===== src/rtl/dma_gen_pkg.sv =====
// Shared widths and the load-strobe bundle for the DMA address generator.
package dma_gen_pkg;
    localparam int unsigned REG_W  = 16;
    localparam int unsigned PAGE_W = 8;

    typedef struct packed {
        logic addr;
        logic count;
        logic page;
        logic hipage;
    } prog_we_t;
endpackage


===== src/rtl/dma_addr_ctr.sv =====
// Current/base transfer address register.
// Assumes a load has priority over reload, and reload has priority over step.
// carry reports a step taken from the all-ones value.
module dma_addr_ctr #(
    parameter int unsigned AW = 16
) (
    input  logic          clk,
    input  logic          rst_n,
    input  logic          load,
    input  logic [AW-1:0] load_val,
    input  logic          step,
    input  logic          reload,
    output logic [AW-1:0] cur,
    output logic          carry
);
    logic [AW-1:0] base_q;
    logic [AW-1:0] cur_q;

    // Hold the reload value and advance the working address.
    always_ff @(posedge clk) begin
        if (!rst_n) begin
            base_q <= '0;
            cur_q  <= '0;
        end else if (load) begin
            base_q <= load_val;
            cur_q  <= load_val;
        end else if (reload) begin
            cur_q <= base_q;
        end else if (step) begin
            cur_q <= cur_q + 1'b1;
        end
    end

    assign cur   = cur_q;
    assign carry = step & (&cur_q);
endmodule


===== src/rtl/dma_count_ctr.sv =====
// Transfer counter holding "transfers minus one".
// Assumes the same priority as the address register: load, reload, step.
// wrap reports a step taken from zero.
module dma_count_ctr #(
    parameter int unsigned CW = 16
) (
    input  logic          clk,
    input  logic          rst_n,
    input  logic          load,
    input  logic [CW-1:0] load_val,
    input  logic          step,
    input  logic          reload,
    output logic [CW-1:0] cur,
    output logic          wrap
);
    logic [CW-1:0] base_q;
    logic [CW-1:0] cur_q;

    // Hold the reload value and count down the working value.
    always_ff @(posedge clk) begin
        if (!rst_n) begin
            base_q <= '0;
            cur_q  <= '0;
        end else if (load) begin
            base_q <= load_val;
            cur_q  <= load_val;
        end else if (reload) begin
            cur_q <= base_q;
        end else if (step) begin
            cur_q <= cur_q - 1'b1;
        end
    end

    assign cur  = cur_q;
    assign wrap = step & (cur_q == '0);
endmodule


===== src/rtl/dma_page_ctr.sv =====
// Low and high page bytes with an optional shared carry counter.
// A low page write disables the carry and clears the high page.
// A high page write enables the carry. In word mode one page unit is 2,
// because page bit 0 is not part of the address.
module dma_page_ctr #(
    parameter int unsigned PW        = 8,
    parameter bit          WORD_MODE = 1'b0
) (
    input  logic          clk,
    input  logic          rst_n,
    input  logic          page_we,
    input  logic [PW-1:0] page_val,
    input  logic          hi_we,
    input  logic [PW-1:0] hi_val,
    input  logic          carry_in,
    output logic [PW-1:0] page,
    output logic [PW-1:0] hipage,
    output logic          hi_en
);
    localparam logic [2*PW-1:0] UNIT = WORD_MODE ? (2*PW)'(2) : (2*PW)'(1);

    logic [PW-1:0] page_q;
    logic [PW-1:0] hi_q;
    logic          en_q;
    logic [2*PW-1:0] joined_inc;

    assign joined_inc = {hi_q, page_q} + UNIT;

    // Page writes, then the carry increment of the joined page counter.
    always_ff @(posedge clk) begin
        if (!rst_n) begin
            page_q <= '0;
            hi_q   <= '0;
            en_q   <= 1'b0;
        end else if (page_we) begin
            page_q <= page_val;
            hi_q   <= '0;
            en_q   <= 1'b0;
        end else if (hi_we) begin
            hi_q <= hi_val;
            en_q <= 1'b1;
        end else if (carry_in && en_q) begin
            {hi_q, page_q} <= joined_inc;
        end
    end

    assign page   = page_q;
    assign hipage = hi_q;
    assign hi_en  = en_q;
endmodule


===== src/rtl/dma_addr_gen.sv =====
// Per-channel DMA transfer address and count generator.
// Assumes the inputs are stable around the clock edge and a transfer strobe is
// one cycle per transfer. Any load in the same cycle as a strobe cancels the
// strobe. Byte or word addressing is fixed by WORD_MODE.
module dma_addr_gen
    import dma_gen_pkg::*;
#(
    parameter bit          WORD_MODE = 1'b0,
    parameter int unsigned AW        = REG_W,
    parameter int unsigned PW        = PAGE_W,
    localparam int unsigned BUS_W    = AW + 2 * PW
) (
    input  logic             clk,
    input  logic             rst_n,
    input  logic             ld_addr,
    input  logic [AW-1:0]    ld_addr_val,
    input  logic             ld_count,
    input  logic [AW-1:0]    ld_count_val,
    input  logic             ld_page,
    input  logic [PW-1:0]    ld_page_val,
    input  logic             ld_hipage,
    input  logic [PW-1:0]    ld_hipage_val,
    input  logic             auto_init,
    input  logic             unmask,
    input  logic             xfer_strobe,
    output logic [BUS_W-1:0] bus_addr,
    output logic [AW-1:0]    cur_count,
    output logic             tc,
    output logic             masked
);
    prog_we_t        we;
    logic            accept;
    logic            wrap;
    logic            reload;
    logic            addr_carry;
    logic [AW-1:0]   cur_addr;
    logic [PW-1:0]   page;
    logic [PW-1:0]   hipage;
    logic            hi_en;
    logic            mask_q;
    logic            tc_q;

    assign we     = '{addr: ld_addr, count: ld_count, page: ld_page, hipage: ld_hipage};
    assign accept = xfer_strobe & ~mask_q & ~(|we);
    assign reload = wrap & auto_init;

    dma_addr_ctr #(.AW(AW)) u_addr (
        .clk      (clk),
        .rst_n    (rst_n),
        .load     (we.addr),
        .load_val (ld_addr_val),
        .step     (accept),
        .reload   (reload),
        .cur      (cur_addr),
        .carry    (addr_carry)
    );

    dma_count_ctr #(.CW(AW)) u_count (
        .clk      (clk),
        .rst_n    (rst_n),
        .load     (we.count),
        .load_val (ld_count_val),
        .step     (accept),
        .reload   (reload),
        .cur      (cur_count),
        .wrap     (wrap)
    );

    dma_page_ctr #(.PW(PW), .WORD_MODE(WORD_MODE)) u_page (
        .clk      (clk),
        .rst_n    (rst_n),
        .page_we  (we.page),
        .page_val (ld_page_val),
        .hi_we    (we.hipage),
        .hi_val   (ld_hipage_val),
        .carry_in (addr_carry & ~reload),
        .page     (page),
        .hipage   (hipage),
        .hi_en    (hi_en)
    );

    // Channel mask: set at terminal count without reload, cleared by unmask.
    always_ff @(posedge clk) begin
        if (!rst_n)                  mask_q <= 1'b1;
        else if (wrap && !auto_init) mask_q <= 1'b1;
        else if (unmask)             mask_q <= 1'b0;
    end

    // Terminal-count pulse, one cycle after the wrapping strobe.
    always_ff @(posedge clk) begin
        if (!rst_n) tc_q <= 1'b0;
        else        tc_q <= wrap;
    end

    generate
        if (WORD_MODE) begin : g_word
            assign bus_addr = {hipage, page[PW-1:1], cur_addr, 1'b0};
        end else begin : g_byte
            assign bus_addr = {hipage, page, cur_addr};
        end
    endgenerate

    assign tc     = tc_q;
    assign masked = mask_q;
endmodule


===== config.mk =====
export PLATFORM = sky130hd
export DESIGN_NAME = dma_addr_gen
export DESIGN_NICKNAME = d
export VERILOG_FILES = /design/src/rtl/dma_gen_pkg.sv /design/src/rtl/dma_addr_ctr.sv /design/src/rtl/dma_count_ctr.sv /design/src/rtl/dma_page_ctr.sv /design/src/rtl/dma_addr_gen.sv
export SDC_FILE = /design/constraint.sdc
export NUM_CORES = 1
export LEC_CHECK = 0
export ABC_AREA = 0
export BUFFER_PORTS_ARGS = -buffer_cell sky130_fd_sc_hd__buf_2
export CAP_MARGIN = 20
export CORE_ASPECT_RATIO = 0.6
export CORE_UTILIZATION = 54
export CTS_CLUSTER_DIAMETER = 100
export DETAILED_ROUTE_END_ITERATION = 8
export HOLD_SLACK_MARGIN = 0.06
export PLACE_DENSITY = 0.81
export REMOVE_ABC_BUFFERS = 1
export SLEW_MARGIN = 30
export SYNTH_ARGS = -nofsm -noshare
export SYNTH_HDL_FRONTEND = slang
export SYNTH_SLANG_ARGS = --single-unit

===== constraint.sdc =====
create_clock -name clk -period 2.69 [get_ports clk]
set_input_delay 0.1345 -clock clk [delete_from_list [all_inputs] [get_ports clk]]
set_output_delay 0.1345 -clock clk [all_outputs]
set_load 0.05 [all_outputs]

; After elaboration in Yosys (flattened, before gate mapping)
; Cells that the tools add are included.
[op_classes]
addsub = 3
eq_ne = 1
muxes = 11
n_bitwise = 10
n_reduce_logical = 13
[ops]
columns = op, n
row1 = 16-bit two-way mux, 6
row2 = 8-bit two-way mux, 5
row3 = 16-bit by 1-bit adder with 16-bit output (second input constant), 2
row4 = 16-bit logical NOT, 1
row5 = 16-bit AND reduction, 1
row6 = 16-bit by 1-bit subtractor with 16-bit output (second input constant), 1
row7 = 1-bit bitwise AND, 6
row8 = 3-bit nonzero test, 2
row9 = 1-bit inverter, 4
row10 = 2-bit nonzero test, 2
row11 = 2-bit OR reduction, 2
row12 = 4-bit OR reduction, 1
row13 = 1-bit logical AND, 2
row14 = 2-bit inequality test (second input constant), 1
row15 = 2-bit AND reduction, 1
row16 = 1-bit logical NOT, 1
[word_totals]
regBits = 83
in_bits = 57
out_inout_bits = 50
elab_cells = 47

; Longest topological paths before layout
; Gate-level depths: netlist (run 1).
[depth]
word_depth = 11
ltp_mapped = 9
ltp_nobuf = 7

; By module
; From an unflattened synthesis (run 1), not the netlist that was laid out.
[unflattened]
hier_cells = 565
hier_area_um2 = 4642.0
[by_module_without_submodules]
columns = module, instances, cells_each, area_per_inst_um2, seq_area_each_um2
row1 = dma_count_ctr, 1, 219, 1826.8, 640.6
row2 = dma_addr_ctr, 1, 214, 1754.2, 640.6
row3 = dma_page_ctr, 1, 122, 973.4, 340.3
row4 = dma_addr_gen, 1, 10, 87.6, 40.0

; Worst setup path before layout (run 1)
; No wires, ideal clock.
[synth_timing]
path_kind = register -> register
from = reg u_count.cur_q[0] (netlist: u_count.cur[0])
to = reg u_page.page_q[3] (netlist: u_page.page[3])
setup_time_ns = 0.074
arrival_ns = 2.683
t_required_ns = 2.616
slack_ns = -0.068
stages_incl_launch_ff = 10
n_path_buf = 2
synth_period_minus_slack_ns = 2.758
path_cell_list = dfxtp_1 inv_1 ha_1 nor4b_2 and4_4 buf_6 or4_1 buf_2 or4_1 a31oi_1
[synth_via]
elab_chain_len = 8
[synth_lines]
columns = element, line_no
row1 = "start, declared", dma_count_ctr.sv:17  ; logic [CW-1:0] cur_q;
row2 = "start signal, assigned", dma_count_ctr.sv:26  ; cur_q <= load_val;
row3 = "start signal, assigned", dma_count_ctr.sv:28  ; cur_q <= base_q;
row4 = "start signal, assigned", dma_count_ctr.sv:30  ; cur_q <= cur_q - 1'b1;
row5 = 16-bit logical NOT, dma_count_ctr.sv:35  ; assign wrap = step & (cur_q == '0);
row6 = 1-bit bitwise AND, dma_count_ctr.sv:35
row7 = 1-bit bitwise AND, dma_addr_gen.sv:45  ; assign reload = wrap & auto_init;
row8 = 1-bit inverter, dma_addr_gen.sv:76  ; .carry_in (addr_carry & ~reload),
row9 = 1-bit bitwise AND, dma_addr_gen.sv:76
row10 = 1-bit logical AND, dma_page_ctr.sv:42  ; end else if (carry_in && en_q) begin
row11 = 2-bit nonzero test (no source line), --
row12 = 2-bit AND reduction (no source line), --
row13 = "end signal, assigned", dma_page_ctr.sv:36  ; page_q <= page_val;
row14 = "end signal, assigned", dma_page_ctr.sv:43  ; {hi_q, page_q} <= joined_inc;
row15 = "end, declared", dma_page_ctr.sv:22  ; logic [PW-1:0] page_q;
; No other way between the ends.
; A chain may end at the register's enable or synchronous reset.

; Worst setup path after layout (run 1)
[layout_timing]
from = reg u_count.cur_q[0] (netlist: u_count.cur[0])
to = reg u_page.page_q[5] (netlist: u_page.page[5])
; The elaborated chain is that of the path after synthesis.

==> results_dict.tcl, run 1 <==
set metrics [dict create \
    cts_max_path_buffers 2 \
    num_antenna_cells 0 \
    max_cap_violations 0 \
    route.antenna.remaining_nets 0 \
    synth_async_sr_flop_share_pct 0 \
    antenna_violations_before_repair 0 \
    grt_pass1_vias 4473 \
    slew-limit-headroom_pct 59.1 \
    leakagePower_nw 2.36 \
    finalNonFillerCells 790 \
    first_pass_iteration_count_of_the_detailed_router 8 \
    route.detailed.wl_per_inst_um 17.7 \
    vias 4975 \
    rows 25 \
    run_status "completed" \
    endpoint_kind "register" \
    edff_count_synth 0 \
    global_route_wire_length_before_repair_um 22200 \
    postSynthRegisterBits 83 \
    holdPathEnd "u_addr.base_q[0]" \
    worstReg2RegEnd "u_page.page[5]" \
    detail_route.iter0.violations 653 \
    netlist-cell-type-count 64 \
    postRouteWirelength_um 14000 \
    p_per_area_nw_per_um2 600 \
    floorplan.die_area_um2 8560 \
    timing.final.hold_violations 0 \
    die_height_um 72.1 \
    critical-path-top-cell-by-count "or4_1" \
    path_max_fanout 10 \
    postPlaceCellArea_um2 5070 \
    crit_arrival_ps 2800 \
    pin_count_of_the_biggest_net_entering_global_routing 42 \
    finished_layout_cell_area_um2 5700 \
    hpwl_um 9590 \
    tightest_slew_ps 611 \
    postCtsResizedCells 0 \
    cts_tree "yes" \
    gp_routability_congestion 0.942 \
    cell_by_cell_listing_of_the_critical_path "inv_1 > ha_1 > nor4b_2 > and4_4 > or4_1 > or4_1 > a31oi_1" \
    pin_count 107 \
    dieWidth_um 119 \
    route.detailed.drc 0 \
    cpPeakStageDelay_ps 650 \
    part_of_the_cycle_the_worst_path_needs_pct 93.7 \
    numCtsBuffers 9 \
    ys.flop_type "dfxtp_1" \
    hold_class "in2reg" \
    start_util_pct 55.9 \
    crit_required_ps 2970 \
    setup-tns-final_ps 0 \
    min_path_cells 3 \
    synth_cells 548 \
    clock_latency_ps 350 \
    regToRegStartpoint "u_count.cur[0]" \
    grt.overflow.total 0 \
    buffers_on_ports 106 \
    placeableCoreArea_um2 7910 \
    via_per_inst 6.30 \
    layout.filler_cells 619 \
    maxSlewViolCount 0 \
    reg2reg_slack_ps 170 \
    avgSynthCellArea_um2 8.07 \
    clock-sinks 83 \
    worst_clock_skew_ps 8.97 \
    areaGrowthSynthToFinish_pct 28.9 \
    post_route_cells_drive_above_1_share_pct 22.4 \
    netlist_area_um2 4420 \
    seq_area_frac_synth_pct 37.6 \
    final_net_count 738 \
    critPathSlowestCell "or4_1" \
    hold_path.startpoint "ld_addr_val[0]" \
    worst_hold_slack_ps 62.9 \
    groute.usage.overall_pct 32.7 \
    setup_violations 0 \
    worstRegToRegCells 7 \
    root_buffer "clkbuf_16" \
    htree_num_levels 3 \
    criticalPathCategory "reg2reg" \
    peakVddDrop_v 0.000335 \
    cts.clk_slew.worst_paths_ps 60 \
    timing.final.crit_period_ps 2520 \
    synth_warn 0 \
    fmax_mhz 397 \
    critical_path.startpoint_type "register" \
    setup_repair_after_global_routing_missed_its_margin "no" \
    placed_cells 745 \
]
-- metal layers --
metal	up-vias	wire length [µm]	track usage, %
met5	-	0	0
met4	0	140	8.86
met3	20	1540	7.94
met2	323	5960	50.2
met1	2331	6330	46.2
li1	2301	-	-
-- cell type report --
type,count,area (µm²),share of cell area (%)
multi-input cells,411,2540,44.5
flip-flops and latches,83,1660,29.2
repair buffers,152,946,16.6
clock buffers,11,243,4.26
well taps,108,135,2.37
clock inverters,5,100,1.76
inverters,20,75.1,1.32
-- worst max path at each step --
stage / startpoint / endpoint / slack [ps] / cells past startpoint
after detailed placement: u_count.cur[0] / u_page.page[5] / 210 / 7
after global placement: u_count.cur[0] / u_page.page[3] / 330 / 7
after floorplan: u_count.cur[0] / u_page.hipage[5] / -50 / 7
after CTS: u_count.cur[0] / u_page.page[5] / 210 / 7
final: u_count.cur[0] / u_page.page[5] / 170 / 7
after global routing: u_count.cur[0] / u_page.page[5] / 90 / 7
-- state kept, by name, indices dropped and copies added, names as in the netlist --
name / cells
u_count.base_q: 16
u_addr.cur: 16
u_count.cur: 16
tc: 1
u_page.hi_en: 1
masked: 1
u_page.page: 8
u_page.hipage: 8
u_addr.base_q: 16
-- Yosys cell counts (3+ instances only) --
cell	instances	area (µm²)
a211o_1	5	43.8
a21oi_1	33	165
a221oi_1	4	35.0
a2bb2oi_1	3	26.3
a31oi_1	16	100
and2_1	5	31.3
and4_1	3	26.3
buf_1	7	26.3
buf_2	4	20.0
clkbuf_1	21	78.8
dfxtp_1	83	1660
ha_1	4	50.1
inv_1	20	75.1
mux2i_1	26	260
nand2_1	44	165
nand3_1	27	135
nand4_1	9	56.3
nor2_1	53	199
nor2b_1	3	18.8
nor3_1	18	90.1
nor4_1	11	68.8
nor4b_1	3	26.3
o211ai_1	16	120
o21a_1	5	37.5
o21ai_0	49	245
o221ai_1	4	35.0
o31ai_1	5	37.5
or2_2	3	18.8
or3_1	6	37.5
or4_1	8	60.1
xor2_1	4	35.0
-- power by group --
part | switching [mW] | internal [mW] | total [mW] | leakage, nW
logic | 0.393 | 0.207 | 0.600 | 1.51
clock network | 0.508 | 0.930 | 1.44 | 0.169
registers | 0.0808 | 1.30 | 1.38 | 0.685
-- critical path, delay by kind of cell (launching register included) --
family | cells | cell delay [ps]
AO/OA/AOI/OAI | 1 | 160
flip-flops | 1 | 430
buffers and inverters | 1 | 100
adder cells (fa/ha/maj) | 1 | 230
AND/OR/NAND/NOR | 4 | 1530
-- metrics by stage --
step           power [mW]  setup WS [ps]  util [%]
5_1_grt              3.51           88.4      72.0
2_1_floorplan        1.75          -46.6         -
3_3_place_gp         1.94            333      64.0
3_5_place_dp         1.96            208      64.0
6_report             3.42            170      72.0
4_1_cts              3.41            212      71.9
-- cells by family after synthesis --
| logic type | after synthesis | synth area share [%] |
|---|---|---|
| AOI/OAI and AO/OA | 165 | 24.3 |
| muxes | 27 | 6.14 |
| xor gates and xnor gates | 6 | 1.19 |
| adders and majority gates | 4 | 1.13 |
| buffers and inverters | 54 | 5.04 |
| DFF | 83 | 37.6 |
| and+or+nand+nor | 209 | 24.6 |
-- layout by cell type (no fill, tap or decap), drive strengths merged, types with 11 or more instances in the layout --
cell type and instances:
clkbuf 11, a21oi 33, nand2 44, dlygate4sd3 28, nor4 13, dfxtp 83
inv 20, nor2 53, nor3 18, o21ai 51, buf 124, mux2i 26
o211ai 16, nand3 28, a31oi 16
-- timing repair --
item / CTS / global route
setup buffers: 0 / 1
hold buffers: 28 / 0
setup endpoints to repair: 0 / 3
hold endpoints to repair: 34 / 0
No activity file was read; power rests on OpenSTA's default activity.
==> inputs of run 2 (changes only) <==
--- a/config.mk
+++ b/config.mk
@@ -5,15 +5,15 @@
 export SDC_FILE = /design/constraint.sdc
 export NUM_CORES = 1
 export LEC_CHECK = 0
-export ABC_AREA = 0
+export ABC_AREA = 1
 export BUFFER_PORTS_ARGS = -buffer_cell sky130_fd_sc_hd__buf_2
 export CAP_MARGIN = 20
 export CORE_ASPECT_RATIO = 0.6
-export CORE_UTILIZATION = 54
+export CORE_UTILIZATION = 55
 export CTS_CLUSTER_DIAMETER = 100
 export DETAILED_ROUTE_END_ITERATION = 8
 export HOLD_SLACK_MARGIN = 0.06
-export PLACE_DENSITY = 0.81
+export PLACE_DENSITY = 0.82
 export REMOVE_ABC_BUFFERS = 1
 export SLEW_MARGIN = 30
 export SYNTH_ARGS = -nofsm -noshare
==> results_dict.tcl, run 2 <==
set metrics [dict create \
    leakagePower_nw 2.73 \
    finished_layout_cell_area_um2 5770 \
    floorplan.die_area_um2 9010 \
    gp_routability_congestion 0.961 \
    worstSetupEndpoint "u_count.cur[8]" \
    netSwitchingPower_mw 1.05 \
    buffers_on_ports 106 \
    reg2reg_slack_ps 410 \
    crit_arrival_ps 2500 \
    crit_required_ps 2920 \
    regToRegStartpoint "u_count.cur[0]" \
    slew-limit-headroom_pct 54.6 \
    netlist_area_um2 4740 \
    hold_class "in2reg" \
    die_height_um 73.9 \
    start_util_pct 58.5 \
    routed-wl-met3_um 1440 \
    clock-sinks 83 \
    postCtsResizedCells 0 \
    route.detailed.wl_per_inst_um 14.7 \
    top_layer "met4" \
    pin_count 107 \
    routed_met2_length_um 6200 \
    postPlaceCellArea_um2 5300 \
    yosysMostFrequentCell "nand2_1" \
    hpwl_um 10000 \
    ys.flop_type "dfxtp_1" \
    antenna_violations_before_repair 0 \
    mostFrequentLayoutCell "nand2_1" \
    htree_num_levels 3 \
    postSynthRegisterBits 83 \
    routedLengthMet1_um 6370 \
    route.detailed.drc 0 \
    timing.final.crit_period_ps 2280 \
    first_pass_iteration_count_of_the_detailed_router 5 \
    ys_top_cells_by_count "nand2_1 (244), a21oi_1 (98), dfxtp_1 (83)" \
    synth_async_sr_flop_share_pct 0 \
    power.switching_fraction_pct 30.9 \
    detail_route.iter0.violations 674 \
    synth_cells 749 \
    critical_path.startpoint_type "register" \
    part_of_the_cycle_the_worst_path_needs_pct 84.7 \
    vias 5589 \
    setup_violations 0 \
    placeableCoreArea_um2 8100 \
    worstRegToRegCells 9 \
    netlist-cell-type-count 35 \
    most-common-layout-cells "nand2_1 (244), buf_2 (106), a21oi_1 (98), dfxtp_1 (83), nor2_1 (72)" \
    post_route_cells_drive_above_1_share_pct 17.9 \
    edff_count_synth 0 \
    p_per_area_nw_per_um2 586 \
    seq_area_frac_synth_pct 35.0 \
    grt_pass1_vias 4821 \
    fmax_mhz 439 \
    top_cells_by_area_synth "dfxtp_1 (35%), nand2_1 (19%), a21oi_1 (10%)" \
    rows 25 \
    endpoint_kind "register" \
    grt.overflow.total 0 \
    peakVddDrop_v 0.000359 \
    avgSynthCellArea_um2 6.33 \
    setup_repair_after_global_routing_missed_its_margin "no" \
    cts_setup_buffers 0 \
    max_cap_violations 0 \
    maxSlewViolCount 0 \
    run_status "completed" \
    global_route_wire_length_before_repair_um 23000 \
    timing.final.hold_violations 0 \
    criticalPathCategory "reg2reg" \
    cts_tree "yes" \
    clock_power_share_pct 39.6 \
    route.antenna.remaining_nets 0 \
    synth_top_area_share_pct 35.0 \
    root_buffer "clkbuf_16" \
    cts_hold_buf 16 \
    combinationalPowerShare_pct 19.9 \
    numCtsBuffers 9 \
    dieWidth_um 122 \
    postRouteWirelength_um 14200 \
    via_per_inst 5.76 \
    num_antenna_cells 0 \
    clock_latency_ps 350 \
    cts_max_path_buffers 2 \
    p_seq_share_pct 40.5 \
    setup-tns-final_ps 0 \
    tightest_slew_ps 680 \
    areaGrowthSynthToFinish_pct 21.8 \
    worstSetupStartpoint "u_count.cur[0]" \
    yosys.area.top_type "dfxtp_1" \
    cts.clk_slew.worst_paths_ps 60 \
    power.internal_mw 2.34 \
    path_max_fanout 19 \
    final_net_count 919 \
    worst_clock_skew_ps 6.78 \
    synth_warn 0 \
    groute.usage.overall_pct 32.8 \
    pin_count_of_the_biggest_net_entering_global_routing 41 \
    worstReg2RegEnd "u_count.cur[8]" \
]
-- run 2: changes by cell type in the layout (fill, tap and decap cells not counted), moves of 11 or more --
cell	change
dlygate4sd3_1	-12
a21oi_1	+65
buf_4	-12
nor4_1	-11
nand3_1	+26
mux2i_1	-26
o211ai_1	-15
nor3_1	-16
inv_1	+27
nor2_1	+19
a31oi_1	-14
nand2_1	+200
-- run 2: power by group through the flow --
stage / combinational [mW] / clock, mW / sequential, mW
5_1_grt: 0.733 / 1.41 / 1.38
2_1_floorplan: 0.293 / 0 / 1.53
4_1_cts: 0.664 / 1.34 / 1.37
3_5_place_dp: 0.643 / 0 / 1.40
6_report: 0.673 / 1.34 / 1.37
3_3_place_gp: 0.625 / 0 / 1.39
-- run 2: per-layer routing --
metal / track usage, % / up-vias
met1: 45.3 / 2568
met3: 8.00 / 32
met4: 11.8 / 0
li1: - / 2659
met5: 0 / -
met2: 49.8 / 330
-- run 2: worst min path at each step --
stage	from	to	cells past startpoint
after global routing	ld_count_val[4]	u_count.base_q[4]	3
after floorplan	rst_n	masked	1
after global placement	unmask	masked	2
after CTS	ld_count_val[14]	u_count.base_q[14]	3
final	ld_addr_val[9]	u_addr.base_q[9]	3
after detailed placement	unmask	masked	2
-- run 2: cells by family after synthesis --
group                      synth area share [%]
AOI/OAI and AO/OA                          17.3
xor gates and xnor gates                   2.03
adders and majority gates                  1.06
buffers and inverters                      7.39
DFF                                        35.0
and+or+nand+nor                            37.2
-- run 2: critical path: stages, from the launching register on --
cell and delay, ps:
dfxtp_1 320, inv_1 120, ha_1 200, nand3_1 100
nor2_2 180, nand4_4 320, nand2_1 530, inv_1 160
o21ai_0 130, a21oi_1 100
-- run 2: stage by stage --
stage / total power, mW / worst slack, ps / utilization, % / hold WS (ps) / instances
detailed placement: 2.04 / 503 / 65.4 / 386 / 939
finish: 3.39 / 412 / 71.3 / 61.4 / 970
floorplan: 1.82 / 590 / - / 213 / 719
CTS: 3.38 / 473 / 71.3 / 62.4 / 970
global route: 3.52 / 243 / 71.3 / 62.8 / 970
global placement: 2.02 / 612 / 65.4 / 370 / 939
-- run 2: cell type report --
class | count | area (µm²)
Clock buffer | 10 | 239
Clock inverter | 5 | 77.6
Fill cell | 691 | 2330
Inverter | 52 | 195
Multi-Input combinational cell | 584 | 2730
Sequential cell | 83 | 1660
Tap cell | 108 | 135
Timing Repair Buffer | 128 | 736
==> inputs of run 3 (changes only) <==
--- a/config.mk
+++ b/config.mk
@@ -5,15 +5,15 @@
 export SDC_FILE = /design/constraint.sdc
 export NUM_CORES = 1
 export LEC_CHECK = 0
-export ABC_AREA = 1
+export ABC_AREA = 0
 export BUFFER_PORTS_ARGS = -buffer_cell sky130_fd_sc_hd__buf_2
 export CAP_MARGIN = 20
 export CORE_ASPECT_RATIO = 0.6
-export CORE_UTILIZATION = 55
+export CORE_UTILIZATION = 54
 export CTS_CLUSTER_DIAMETER = 100
 export DETAILED_ROUTE_END_ITERATION = 8
 export HOLD_SLACK_MARGIN = 0.06
-export PLACE_DENSITY = 0.82
+export PLACE_DENSITY = 0.81
 export REMOVE_ABC_BUFFERS = 1
 export SLEW_MARGIN = 30
 export SYNTH_ARGS = -nofsm -noshare
==> constraint.sdc (replaced) <==
create_clock -name clk -period 2.2 [get_ports clk]
set_input_delay 0.11 -clock clk [delete_from_list [all_inputs] [get_ports clk]]
set_output_delay 0.11 -clock clk [all_outputs]
set_load 0.05 [all_outputs]
==> results_dict.tcl, run 3 (same netlist as run 1, synthesis figures left out) <==
set metrics [dict create \
    run_status "completed" \
    layout.filler_cells 582 \
    post-route-worst-setup-slack_ps 9.00 \
    htree_num_levels 3 \
    worst_clock_skew_ps 4.89 \
    dpl_worst_slack_ps -58.7 \
    vias 5218 \
    grt_pass1_vias 4817 \
    slew-limit-headroom_pct 60.8 \
    postPlaceCellArea_um2 5300 \
    final_net_count 778 \
    global_route_wire_length_before_repair_um 24100 \
    finalNonFillerCells 830 \
    timing.final.hold_violations 0 \
    first_pass_iteration_count_of_the_detailed_router 6 \
    timing.final.crit_period_ps 2190 \
    via_per_inst 6.29 \
    tightest_slew_ps 586 \
    pin_count 107 \
    crit_family "simple AND/OR/NAND/NOR gates" \
    setup-tns-final_ps 0 \
    placed_cells 774 \
    clock_latency_ps 350 \
    route.detailed.wl_per_inst_um 18.4 \
    power.switching_fraction_pct 29.8 \
    max_cap_violations 0 \
    peakVddDrop_v 0.000477 \
    hpwl_um 10200 \
    p_per_area_nw_per_um2 678 \
    cts.clk_slew.worst_paths_ps 60 \
    numCtsBuffers 9 \
    maxSlewViolCount 0 \
    part_of_the_cycle_the_worst_path_needs_pct 99.6 \
    mostFrequentLayoutCell "buf_2" \
    dieWidth_um 119 \
    postRouteWirelength_um 15200 \
    netSwitchingPower_mw 1.22 \
    post_route_cells_drive_above_1_share_pct 26.7 \
    leakagePower_nw 2.55 \
    setup_repair_after_global_routing_missed_its_margin "yes" \
    groute.usage.overall_pct 36.1 \
    die_height_um 72.1 \
    cts_max_path_buffers 2 \
    rows 25 \
    clock-sinks 83 \
    root_buffer "clkbuf_16" \
    worst_hold_slack_ps 57.7 \
    most-common-layout-cells "buf_2 (106), dfxtp_1 (79), nor2_1 (52), o21ai_0 (49), buf_4 (49)" \
    crit_arrival_ps 2450 \
    buffers_on_ports 106 \
    cts_tree "yes" \
    detail_route.iter0.violations 730 \
    floorplan.die_area_um2 8560 \
    gp_routability_congestion 0.948 \
    cpPeakStageDelay_ps 480 \
    bufs_and_invs_on_worst_path 0 \
    multi_input_combinational_cell_area_um2 2570 \
    critical_path.startpoint_type "register" \
    pin_count_of_the_biggest_net_entering_global_routing 39 \
    grt.overflow.total 0 \
    areaGrowthSynthToFinish_pct 36.6 \
    num_antenna_cells 0 \
    combinationalPowerShare_pct 20.3 \
    fmax_mhz 456 \
    report.power.total_mw 4.09 \
    clock_power_share_pct 38.7 \
    cell_by_cell_listing_of_the_critical_path "ha_4 > nand3_2 > or3_4 > or4_4 > or4_1 > a31oi_1" \
    power.internal_mw 2.87 \
    start_util_pct 55.9 \
    area.sequential_um2 1670 \
    endpoint_kind "register" \
    placeableCoreArea_um2 7910 \
    crit_required_ps 2460 \
    criticalPathCategory "reg2reg" \
    setup_violations 0 \
    path_max_fanout 5 \
    route.antenna.remaining_nets 0 \
    antenna_violations_before_repair 0 \
    hold_class "in2reg" \
    final_core_util_pct 76.3 \
    critPathSlowestCell "or4_4" \
    p_seq_share_pct 41.0 \
    finished_layout_cell_area_um2 6040 \
    route.detailed.drc 0 \
]
-- run 3: cell count changes in the layout (fill, tap and decap cells not counted), sizes merged, moves of 8 or more --
cell,previous run,this run
nand2,247,44
a21oi,98,33
buf,112,156
nor2,85,53
inv,49,20
mux2i,0,26
nand3,54,28
dlygate4sd3,16,36
nor3,2,18
o211ai,1,16
a31oi,2,16
nor4,0,13
or4,0,8
-- run 3: layer usage --
metal / wire [µm] / vias up / global-route usage, % / share of wire [%]
met1: 6470 / 2413 / 49.1 / 42
met5: 0 / - / 0 / 0
li1: - / 2382 / - / -
met3: 1840 / 48 / 8.18 / 12
met2: 6600 / 375 / 56.4 / 43
met4: 326 / 0 / 13.6 / 2.1
-- run 3: cell type report --
| class | instances | share of cell area (%) |
|---|---|---|
| multi-input combinational | 411 | 42.6 |
| sequential | 83 | 27.6 |
| timing repair buffer | 192 | 21.2 |
| clock buffer | 15 | 4.60 |
| tap | 108 | 2.24 |
| inverter | 20 | 1.24 |
| clock inverter | 1 | 0.497 |
-- run 3: tightest hold or removal path: stages --
cell and delay [ps]:
buf_2 90, nand2_1 60, a31oi_1 80
-- run 3: worst paths after layout --
kind	start	to	slack, ps	cells after the start
max	u_addr.cur[1]	u_page.page[5]	9	6
min	ld_hipage_val[4]	u_page.hipage[4]	60	3
max reg2reg	u_addr.cur[1]	u_page.page[5]	9	6
min reg2reg	u_count.base_q[3]	u_count.base_q[3]	460	2
-- run 3: power groups by stage --
stage | Clock (mW) | Sequential, mW | Combinational, mW
4_1_cts | 1.58 | 1.67 | 0.804
3_3_place_gp | 0 | 1.69 | 0.727
3_5_place_dp | 0 | 1.70 | 0.745
5_1_grt | 1.65 | 1.69 | 0.878
2_1_floorplan | 0 | 1.88 | 0.260
6_report | 1.59 | 1.68 | 0.830
-- run 3: timing repair --
item	CTS	global route
pin swaps	2	4
hold buffers	36	0
endpoints found under the hold margin	52	0
endpoints found under the setup margin	9	20
setup buffers	4	0
gates resized for setup	1	11
